**config.mk**
```make
export PLATFORM = sky130hd
export DESIGN_NAME = pwrmsg_decoder
export DESIGN_NICKNAME = d
export VERILOG_FILES = /design/src/rtl/pwrmsg_pkg.sv /design/src/rtl/pwrmsg_parse.sv /design/src/rtl/pwrmsg_slot.sv /design/src/rtl/pwrmsg_decoder.sv
export SDC_FILE = /design/constraint.sdc
export NUM_CORES = 1
export LEC_CHECK = 0
export BUFFER_PORTS_ARGS = -buffer_cell sky130_fd_sc_hd__buf_2
export CORE_AREA = 2 2 236 238
export DETAILED_ROUTE_END_ITERATION = 16
export DIE_AREA = 0 0 238 240
export PLACE_DENSITY_LB_ADDON = 0.12
export SLEW_MARGIN = 5
export SYNTH_ARGS = -nofsm -noshare
export SYNTH_HDL_FRONTEND = slang
export SYNTH_SLANG_ARGS = --single-unit
```
**constraint.sdc**
```tcl
create_clock -name clk -period 1.05 [get_ports clk]
set_clock_uncertainty 0.2 [all_clocks]
set_input_delay 0.105 -clock clk [delete_from_list [all_inputs] [get_ports clk]]
set_output_delay 0.105 -clock clk [all_outputs]
set_load 0.05 [all_outputs]
```
**src/rtl/pwrmsg_pkg.sv**
```systemverilog
package pwrmsg_pkg;

    localparam int MSG_W   = 16;
    localparam int GRP_W   = 3;
    localparam int KIND_W  = 3;
    localparam int KIND2_W = 2;
    localparam int ID_W    = 8;
    localparam int ST_W    = 4;

    localparam logic [ST_W-1:0]   ST_OFF    = 4'h0;
    localparam logic [ST_W-1:0]   ST_SLEEP  = 4'h8;
    localparam logic [ST_W-1:0]   ST_ACTIVE = 4'hE;
    localparam logic [ST_W-1:0]   ST_WRST   = 4'hF;
    localparam logic [KIND_W-1:0] KIND_ANY  = 3'd7;

    localparam logic [GRP_W-1:0] CLASS_PROV = 3'b001;
    localparam logic [GRP_W-1:0] CLASS_RC   = 3'b010;
    localparam logic [GRP_W-1:0] CLASS_REF  = 3'b100;

    // Fields of a message. id overlaps the class, secondary type and type fields
    typedef struct packed {
        logic [GRP_W-1:0]   devgrp;
        logic               bcast;
        logic [GRP_W-1:0]   rclass;
        logic [KIND2_W-1:0] kind2;
        logic [KIND_W-1:0]  kind;
        logic [ID_W-1:0]    id;
        logic [ST_W-1:0]    state;
    } pmsg_t;

    // Class bit of a resource, taken from its number
    function automatic logic [GRP_W-1:0] res_class(input int id, input int prov_last,
                                                   input int rc_last);
        if (id <= prov_last)
            return CLASS_PROV;
        else if (id <= rc_last)
            return CLASS_RC;
        else
            return CLASS_REF;
    endfunction

endpackage

```
**src/rtl/pwrmsg_parse.sv**
```systemverilog
module pwrmsg_parse
    import pwrmsg_pkg::*;
#(
    parameter int NUM_RES = 28
) (
    input  logic             valid,
    input  logic [MSG_W-1:0] data,
    output pmsg_t            fld,
    output logic             single_ok,
    output logic             bcast_ok
);

    localparam logic [ID_W-1:0] MAX_ID = ID_W'(NUM_RES);

    always_comb begin
        fld.devgrp = data[15:13];
        fld.bcast  = data[12];
        fld.rclass = data[11:9];
        fld.kind2  = data[8:7];
        fld.kind   = data[6:4];
        fld.id     = data[11:4];
        fld.state  = data[3:0];

        single_ok = valid && !fld.bcast && (fld.devgrp != '0)
                    && (fld.id != '0) && (fld.id <= MAX_ID);
        bcast_ok  = valid && fld.bcast && (fld.devgrp != '0)
                    && (fld.rclass != '0);
    end

endmodule

```
**src/rtl/pwrmsg_slot.sv**
```systemverilog
module pwrmsg_slot
    import pwrmsg_pkg::*;
#(
    parameter int RES_ID    = 1,
    parameter int PROV_LAST = 21,
    parameter int RC_LAST   = 27
) (
    input  pmsg_t              fld,
    input  logic               single_ok,
    input  logic               bcast_ok,
    input  logic [GRP_W-1:0]   cfg_devgrp,
    input  logic [KIND_W-1:0]  cfg_kind,
    input  logic [KIND2_W-1:0] cfg_kind2,
    input  logic [ST_W-1:0]    cfg_off,
    input  logic [ST_W-1:0]    cfg_sleep,
    output logic               hit,
    output logic [ST_W-1:0]    new_state
);

    localparam logic [GRP_W-1:0] MY_CLASS = res_class(RES_ID, PROV_LAST, RC_LAST);
    localparam logic [ID_W-1:0]  MY_ID    = ID_W'(RES_ID);

    logic grp_hit;
    logic single_hit;
    logic kind_hit;
    logic bcast_hit;

    always_comb begin
        grp_hit    = |(cfg_devgrp & fld.devgrp);
        single_hit = single_ok && (fld.id == MY_ID);
        kind_hit   = (fld.kind == KIND_ANY) || (fld.kind == cfg_kind);
        bcast_hit  = bcast_ok && (|(MY_CLASS & fld.rclass)) && kind_hit
                     && (fld.kind2 == cfg_kind2);
        hit        = grp_hit && (single_hit || bcast_hit);

        case (fld.state)
            ST_OFF:   new_state = cfg_off;
            ST_SLEEP: new_state = cfg_sleep;
            default:  new_state = fld.state;
        endcase
    end

endmodule

```
**src/rtl/pwrmsg_decoder.sv**
```systemverilog
module pwrmsg_decoder
    import pwrmsg_pkg::*;
#(
    parameter int NUM_RES   = 28,
    parameter int PROV_LAST = 21,
    parameter int RC_LAST   = 27
) (
    input  logic                      clk,
    input  logic                      rst_n,
    input  logic                      msg_valid,
    input  logic [MSG_W-1:0]          msg_data,
    input  logic [NUM_RES*GRP_W-1:0]  cfg_devgrp,
    input  logic [NUM_RES*KIND_W-1:0] cfg_kind,
    input  logic [NUM_RES*KIND2_W-1:0] cfg_kind2,
    input  logic [NUM_RES*ST_W-1:0]   cfg_remap_off,
    input  logic [NUM_RES*ST_W-1:0]   cfg_remap_sleep,
    output logic [NUM_RES*ST_W-1:0]   res_state,
    output logic [NUM_RES-1:0]        res_enable
);

    typedef struct packed {
        logic [NUM_RES-1:0][ST_W-1:0] state;
        logic [NUM_RES-1:0]           enable;
    } regs_t;

    regs_t r_d, r_q;

    pmsg_t                        fld;
    logic                         single_ok;
    logic                         bcast_ok;
    logic [NUM_RES-1:0]           hit;
    logic [NUM_RES-1:0][ST_W-1:0] upd;

    pwrmsg_parse #(
        .NUM_RES (NUM_RES)
    ) i_parse (
        .valid     (msg_valid),
        .data      (msg_data),
        .fld       (fld),
        .single_ok (single_ok),
        .bcast_ok  (bcast_ok)
    );

    for (genvar g = 0; g < NUM_RES; g++) begin : g_slot
        pwrmsg_slot #(
            .RES_ID    (g + 1),
            .PROV_LAST (PROV_LAST),
            .RC_LAST   (RC_LAST)
        ) i_slot (
            .fld        (fld),
            .single_ok  (single_ok),
            .bcast_ok   (bcast_ok),
            .cfg_devgrp (cfg_devgrp[g*GRP_W +: GRP_W]),
            .cfg_kind   (cfg_kind[g*KIND_W +: KIND_W]),
            .cfg_kind2  (cfg_kind2[g*KIND2_W +: KIND2_W]),
            .cfg_off    (cfg_remap_off[g*ST_W +: ST_W]),
            .cfg_sleep  (cfg_remap_sleep[g*ST_W +: ST_W]),
            .hit        (hit[g]),
            .new_state  (upd[g])
        );
    end

    always_comb begin
        r_d = r_q;
        for (int i = 0; i < NUM_RES; i++) begin
            if (hit[i])
                r_d.state[i] = upd[i];
            r_d.enable[i] = (r_d.state[i] == ST_ACTIVE) || (r_d.state[i] == ST_WRST);
        end
    end

    always_ff @(posedge clk or negedge rst_n) begin
        if (!rst_n)
            r_q <= '0;
        else
            r_q <= r_d;
    end

    assign res_state  = r_q.state;
    assign res_enable = r_q.enable;

endmodule

```
== Word level (Yosys, flattened, before mapping) ==
Cells that the tools add are included.
Storage, ports and cells
  output and inout bits: 140
  logic and storage cells: 495
  bits of input ports: 467
  register bits: 140
Operators by class
  bitwise operators: 28
  eq/ne operators: 142
  $lt $le $gt $ge: 1
  reduce and logical (&&, ||, !) cells: 239
  multiplexer cells: 56
Operator list (count)
  equality test 4 bit, second input constant: 57
  case mux 4 bit (2 select lines): 28
  logical AND 1 bit: 122
  two-way mux 4 bit: 28
  equality test 8 x 5 -> 1 bit, second input constant: 13
  AND 3 bit: 28
  equality test 3 bit: 28
  logical OR 1 bit: 84
  OR reduction 3 bit: 28
  equality test 8 x 4 -> 1 bit, second input constant: 8
  equality test 2 bit: 28
  equality test 8 x 3 -> 1 bit, second input constant: 4
  equality test 8 x 2 -> 1 bit, second input constant: 2
  equality test 8 x 1 -> 1 bit, second input constant: 1
  less-or-equal comparator 8 x 5 -> 1 bit, second input constant: 1
  nonzero test 8 bit: 1
  nonzero test 3 bit: 2
  zero test 4 bit: 1
  equality test 3 bit, second input constant: 1
  zero test 1 bit: 1

== Depth between registers and ports, before layout ==
  depth in word-level cells: 11
  mapped depth: 9
  mapped depth without buffers: 6

== Hierarchy ==
Synthesis repeated with hierarchy kept, for this count alone.
Unflattened totals
  cell total of the unflattened synthesis: 1271
  area total of the unflattened synthesis: 12030.3 um2
By module, submodules not included
  pwrmsg_decoder: instances 1, seq. area each 3503.4 um2, area an instance 5255.0 um2, cells each 280
  pwrmsg_slot (g_slot[11].i_slot ...): instances 8, seq. area each 0.0 um2, area an instance 234.0 um2, cells each 34
  pwrmsg_slot (g_slot[20].i_slot ...): instances 5, seq. area each 0.0 um2, area an instance 235.2 um2, cells each 34
  pwrmsg_slot (g_slot[0].i_slot ...): instances 5, seq. area each 0.0 um2, area an instance 231.5 um2, cells each 34
  pwrmsg_slot (g_slot[10].i_slot ...): instances 4, seq. area each 0.0 um2, area an instance 234.0 um2, cells each 35
  pwrmsg_slot (g_slot[14].i_slot ...): instances 3, seq. area each 0.0 um2, area an instance 232.7 um2, cells each 34
  pwrmsg_slot (g_slot[22].i_slot ...): instances 2, seq. area each 0.0 um2, area an instance 235.2 um2, cells each 35
  pwrmsg_parse: instances 1, seq. area each 0.0 um2, area an instance 234.0 um2, cells each 32
  pwrmsg_slot (g_slot[2].i_slot): instances 1, seq. area each 0.0 um2, area an instance 231.5 um2, cells each 35

== Worst setup path before layout ==
No wires, ideal clock.
  path type: in2reg
  from: in msg_data[12]
  to: reg r_q, in the netlist res_state[24]
  buffers on the path: 1
  setup time: 0.125 ns
  slack: -1.292 ns
  data required time: 0.725 ns
  arrival time: 2.017 ns
  stages on the path: 6
  cell sequence: or4_1 buf_2 or4_1 nor3_1 a21o_1 mux2_2
RTL lines
  start: declaration: RTL line pwrmsg_decoder.sv:11  | input logic [MSG_W-1:0] msg_data,
  end signal: assignment: RTL line pwrmsg_decoder.sv:76  | r_q <= r_d;
  end: declaration: RTL line pwrmsg_decoder.sv:26  | regs_t r_d, r_q;

==> results_dict.tcl <==
set metrics [dict create \
    cts-root-buf "clkbuf_16" \
    tns_ns -146.90 \
    hold_slack_ns -0.111 \
    grt_max_degree 40 \
    max_freq_ghz 0.497 \
    fin_area_mm2 0.0200 \
    syn_nets 1661 \
    wl_um 61400 \
    num_rows 86 \
    period_needed_ns 2.01 \
    die_area_mm2 0.0571 \
    dpl-instance-area_mm2 0.0169 \
    drt_iter0_markers 680 \
    syn-cell-area_mm2 0.0109 \
    critPathArrivalTime_ns 2.14 \
    synth_flop_cell "dfrtp_1" \
    max_stage_delay_ns 0.57 \
    worst_setup_path_end_kind "register" \
    cp_top_family "simple AND/OR/NAND/NOR gates" \
    outcome "finished, violations left" \
    setup_viol 280 \
    dp_hpwl_um 49800 \
    path_max_fanout 6 \
    routed.top_layer "met5" \
    synth_edf_count 0 \
    nFillCells 5635 \
    powerDensity_mw_per_mm2 1150 \
    yosys.area.top_type "dfrtp_1" \
    cts-buffers-inserted 17 \
    crit_buf_inv 2 \
    drv_slew 0 \
    clockBufferDepth 2 \
    die_w_um 238 \
    htreeDepth 4 \
    start_util_pct 19.9 \
    hold_viol 113 \
    fin_crit_sh_pct 192 \
    seqCellArea_mm2 0.00350 \
    rsz0062_at_grt "true" \
    worstMarginPinSlew_ns 0.613 \
    crit_chain "buf_8 > or4_4 > or4_4 > nor4_2 > a21o_1 > buf_12 > mux2_2" \
    syn-instance-count 1194 \
    yosys_warnings 0 \
    drcViolationCount 0 \
    crit_slowest_cell "or4_4" \
    worstSkewPairLatency_ns 0.44 \
    slew_headroom_pct 58.7 \
    numClockSinks 140 \
    multi_input_area_mm2 0.00746 \
    path_class "input pin to register" \
    violations "hold timing, setup timing" \
    areaGrowthSynthToFinish_pct 84.6 \
    async_reset_ff_share_pct 100 \
    synth_common_cells "140 x dfrtp_1, 123 x o21ai_0, 112 x mux2i_1" \
    io_pins 607 \
    overflow 0 \
    ctsHoldBuffers 2 \
    coreArea_mm2 0.0547 \
    wl_met1_um 24900 \
    seq_area_frac_synth_pct 32.3 \
    start_kind "input pin" \
    grt_pass1_vias 13800 \
    vias 13400 \
    grt.total_usage_pct 20.6 \
    p_leak_nw 9.90 \
    layout.nets 2569 \
    die_h_um 240 \
    worstPathRequired_ns 1.17 \
    cpMostUsedCell "or4_4" \
    clk_pin_slew_worst_paths_ns 0.06 \
    cap_viol_max_count 0 \
    gp_congestion 0.867 \
    drt_first_pass_iters 7 \
    grt_pass1_wl_um 87100 \
    wl_per_cell_um 21.7 \
    io_buffers 606 \
    cts_tree "done" \
    wl_met3_um 3160 \
    hp-class "input pin to register" \
    setup_ws_ns -0.964 \
    layout-drive-gt1-share_pct 56.5 \
    synth_top_area_share_pct 32.3 \
    avgSynthCellArea_um2 9.09 \
    ys_types 51 \
    netlist_top_cells_area "dfrtp_1 32%, mux2_2 12%, mux2i_1 10%, xor2_1 5.9%, o21bai_1 5.8%" \
    antenna_found_initial 9 \
    synth_most_common_cell "dfrtp_1" \
    post_drt_via_cell_ratio 4.73 \
    ys_ff_latch 140 \
    routed-wl-met2_um 31900 \
    postRouteAntennaNets 0 \
    ir_drop_v 0.000979 \
]
==> registers in the layout, summed over array words and instances (netlist names) <==
| signal | count |
|---|---|
| res_state | 112 |
| res_enable | 28 |
==> repair_timing <==
action / CTS / global route
gates cloned: 1 / 2
endpoints found under the setup margin: 280 / 280
buffers inserted: 101 / 28
pin swaps: 29 / 24
endpoints found under the hold margin: 260 / 85
gates resized for setup: 407 / 36
==> tightest hold or removal path, stage by stage <==
cell and delay, ns:
buf_2 0.08, mux2i_1 0.06, o21bai_1 0.12, mux2_4 0.13
==> per-layer routing <==
layer | GRT usage (%) | up-vias
met3 | 3.72 | 67
met2 | 37.9 | 454
met4 | 6.55 | 4
li1 | - | 6334
met5 | 0 | -
met1 | 24.2 | 6509
==> worst paths after layout <==
path	start	to	cells past startpoint	slack, ns
setup / recovery	msg_data[12]	res_state[9]	7	-0.96
hold reg to reg	res_state[48]	res_state[48]	1	0.34
hold / removal	cfg_remap_off[64]	res_state[64]	4	-0.11
setup reg to reg	res_state[19]	res_state[19]	3	-0.18
min in group asynchronous	rst_n	res_state[25]	2	-0.09
max in group asynchronous	rst_n	res_state[67]	3	0.19
==> layout by cell type, fill, tap and decap left out, drive strengths merged, types with 3 or more instances in the layout <==
master and n:
nor2b 7, a2bb2oi 20, nor4 52, nor3 19, diode 7, o21bai 84
xor2 73, buf 975, nand2 81, a31oi 44, nand2b 10, clkinv 3
a21o 5, nand3 58, inv 29, a21oi 9, clkbuf 24, nor2 38
mux2 112, o31ai 5, a222oi 28, or4 4, or2 5, dfrtp 140
xnor2 6, mux2i 112, or3 3, a22o 15, o21ai 123
==> kinds of logic after synthesis <==
family / synth area share [%]
multiplexers: 21.9
AO/OA/AOI/OAI: 22.0
XOR/XNOR: 6.37
flip-flops: 32.3
buffers and inverters: 4.19
AND/OR/NAND/NOR: 13.2
==> where the power goes <==
group | internal [mW] | switching [mW] | leakage [nW] | total (mW)
sequential | 6.02 | 0.538 | 1.91 | 6.56
clock | 3.85 | 2.60 | 0.300 | 6.45
combinational | 4.53 | 5.47 | 7.69 | 10.0
==> area by class of cell <==
cell class | count | share of cell area (%)
multi-input cells | 937 | 37.2
repair buffers | 980 | 37.2
flip-flops and latches | 140 | 17.5
well taps | 704 | 4.40
clock buffers | 22 | 2.47
clock inverters | 10 | 0.637
inverters | 26 | 0.487
diodes | 7 | 0.0874
==> stage by stage <==
step	std cells	setup WS (ns)	util, %	total power [mW]
global placement	2658	-1.58	31.0	14.6
finish	2826	-0.964	36.7	23.0
floorplan	1194	-1.19	-	11.0
CTS	2793	-0.932	36.0	23.0
global route	2824	-0.992	36.7	24.0
detailed placement	2658	-1.59	31.0	14.7
Note: power is estimated with default switching activity, not from simulation.
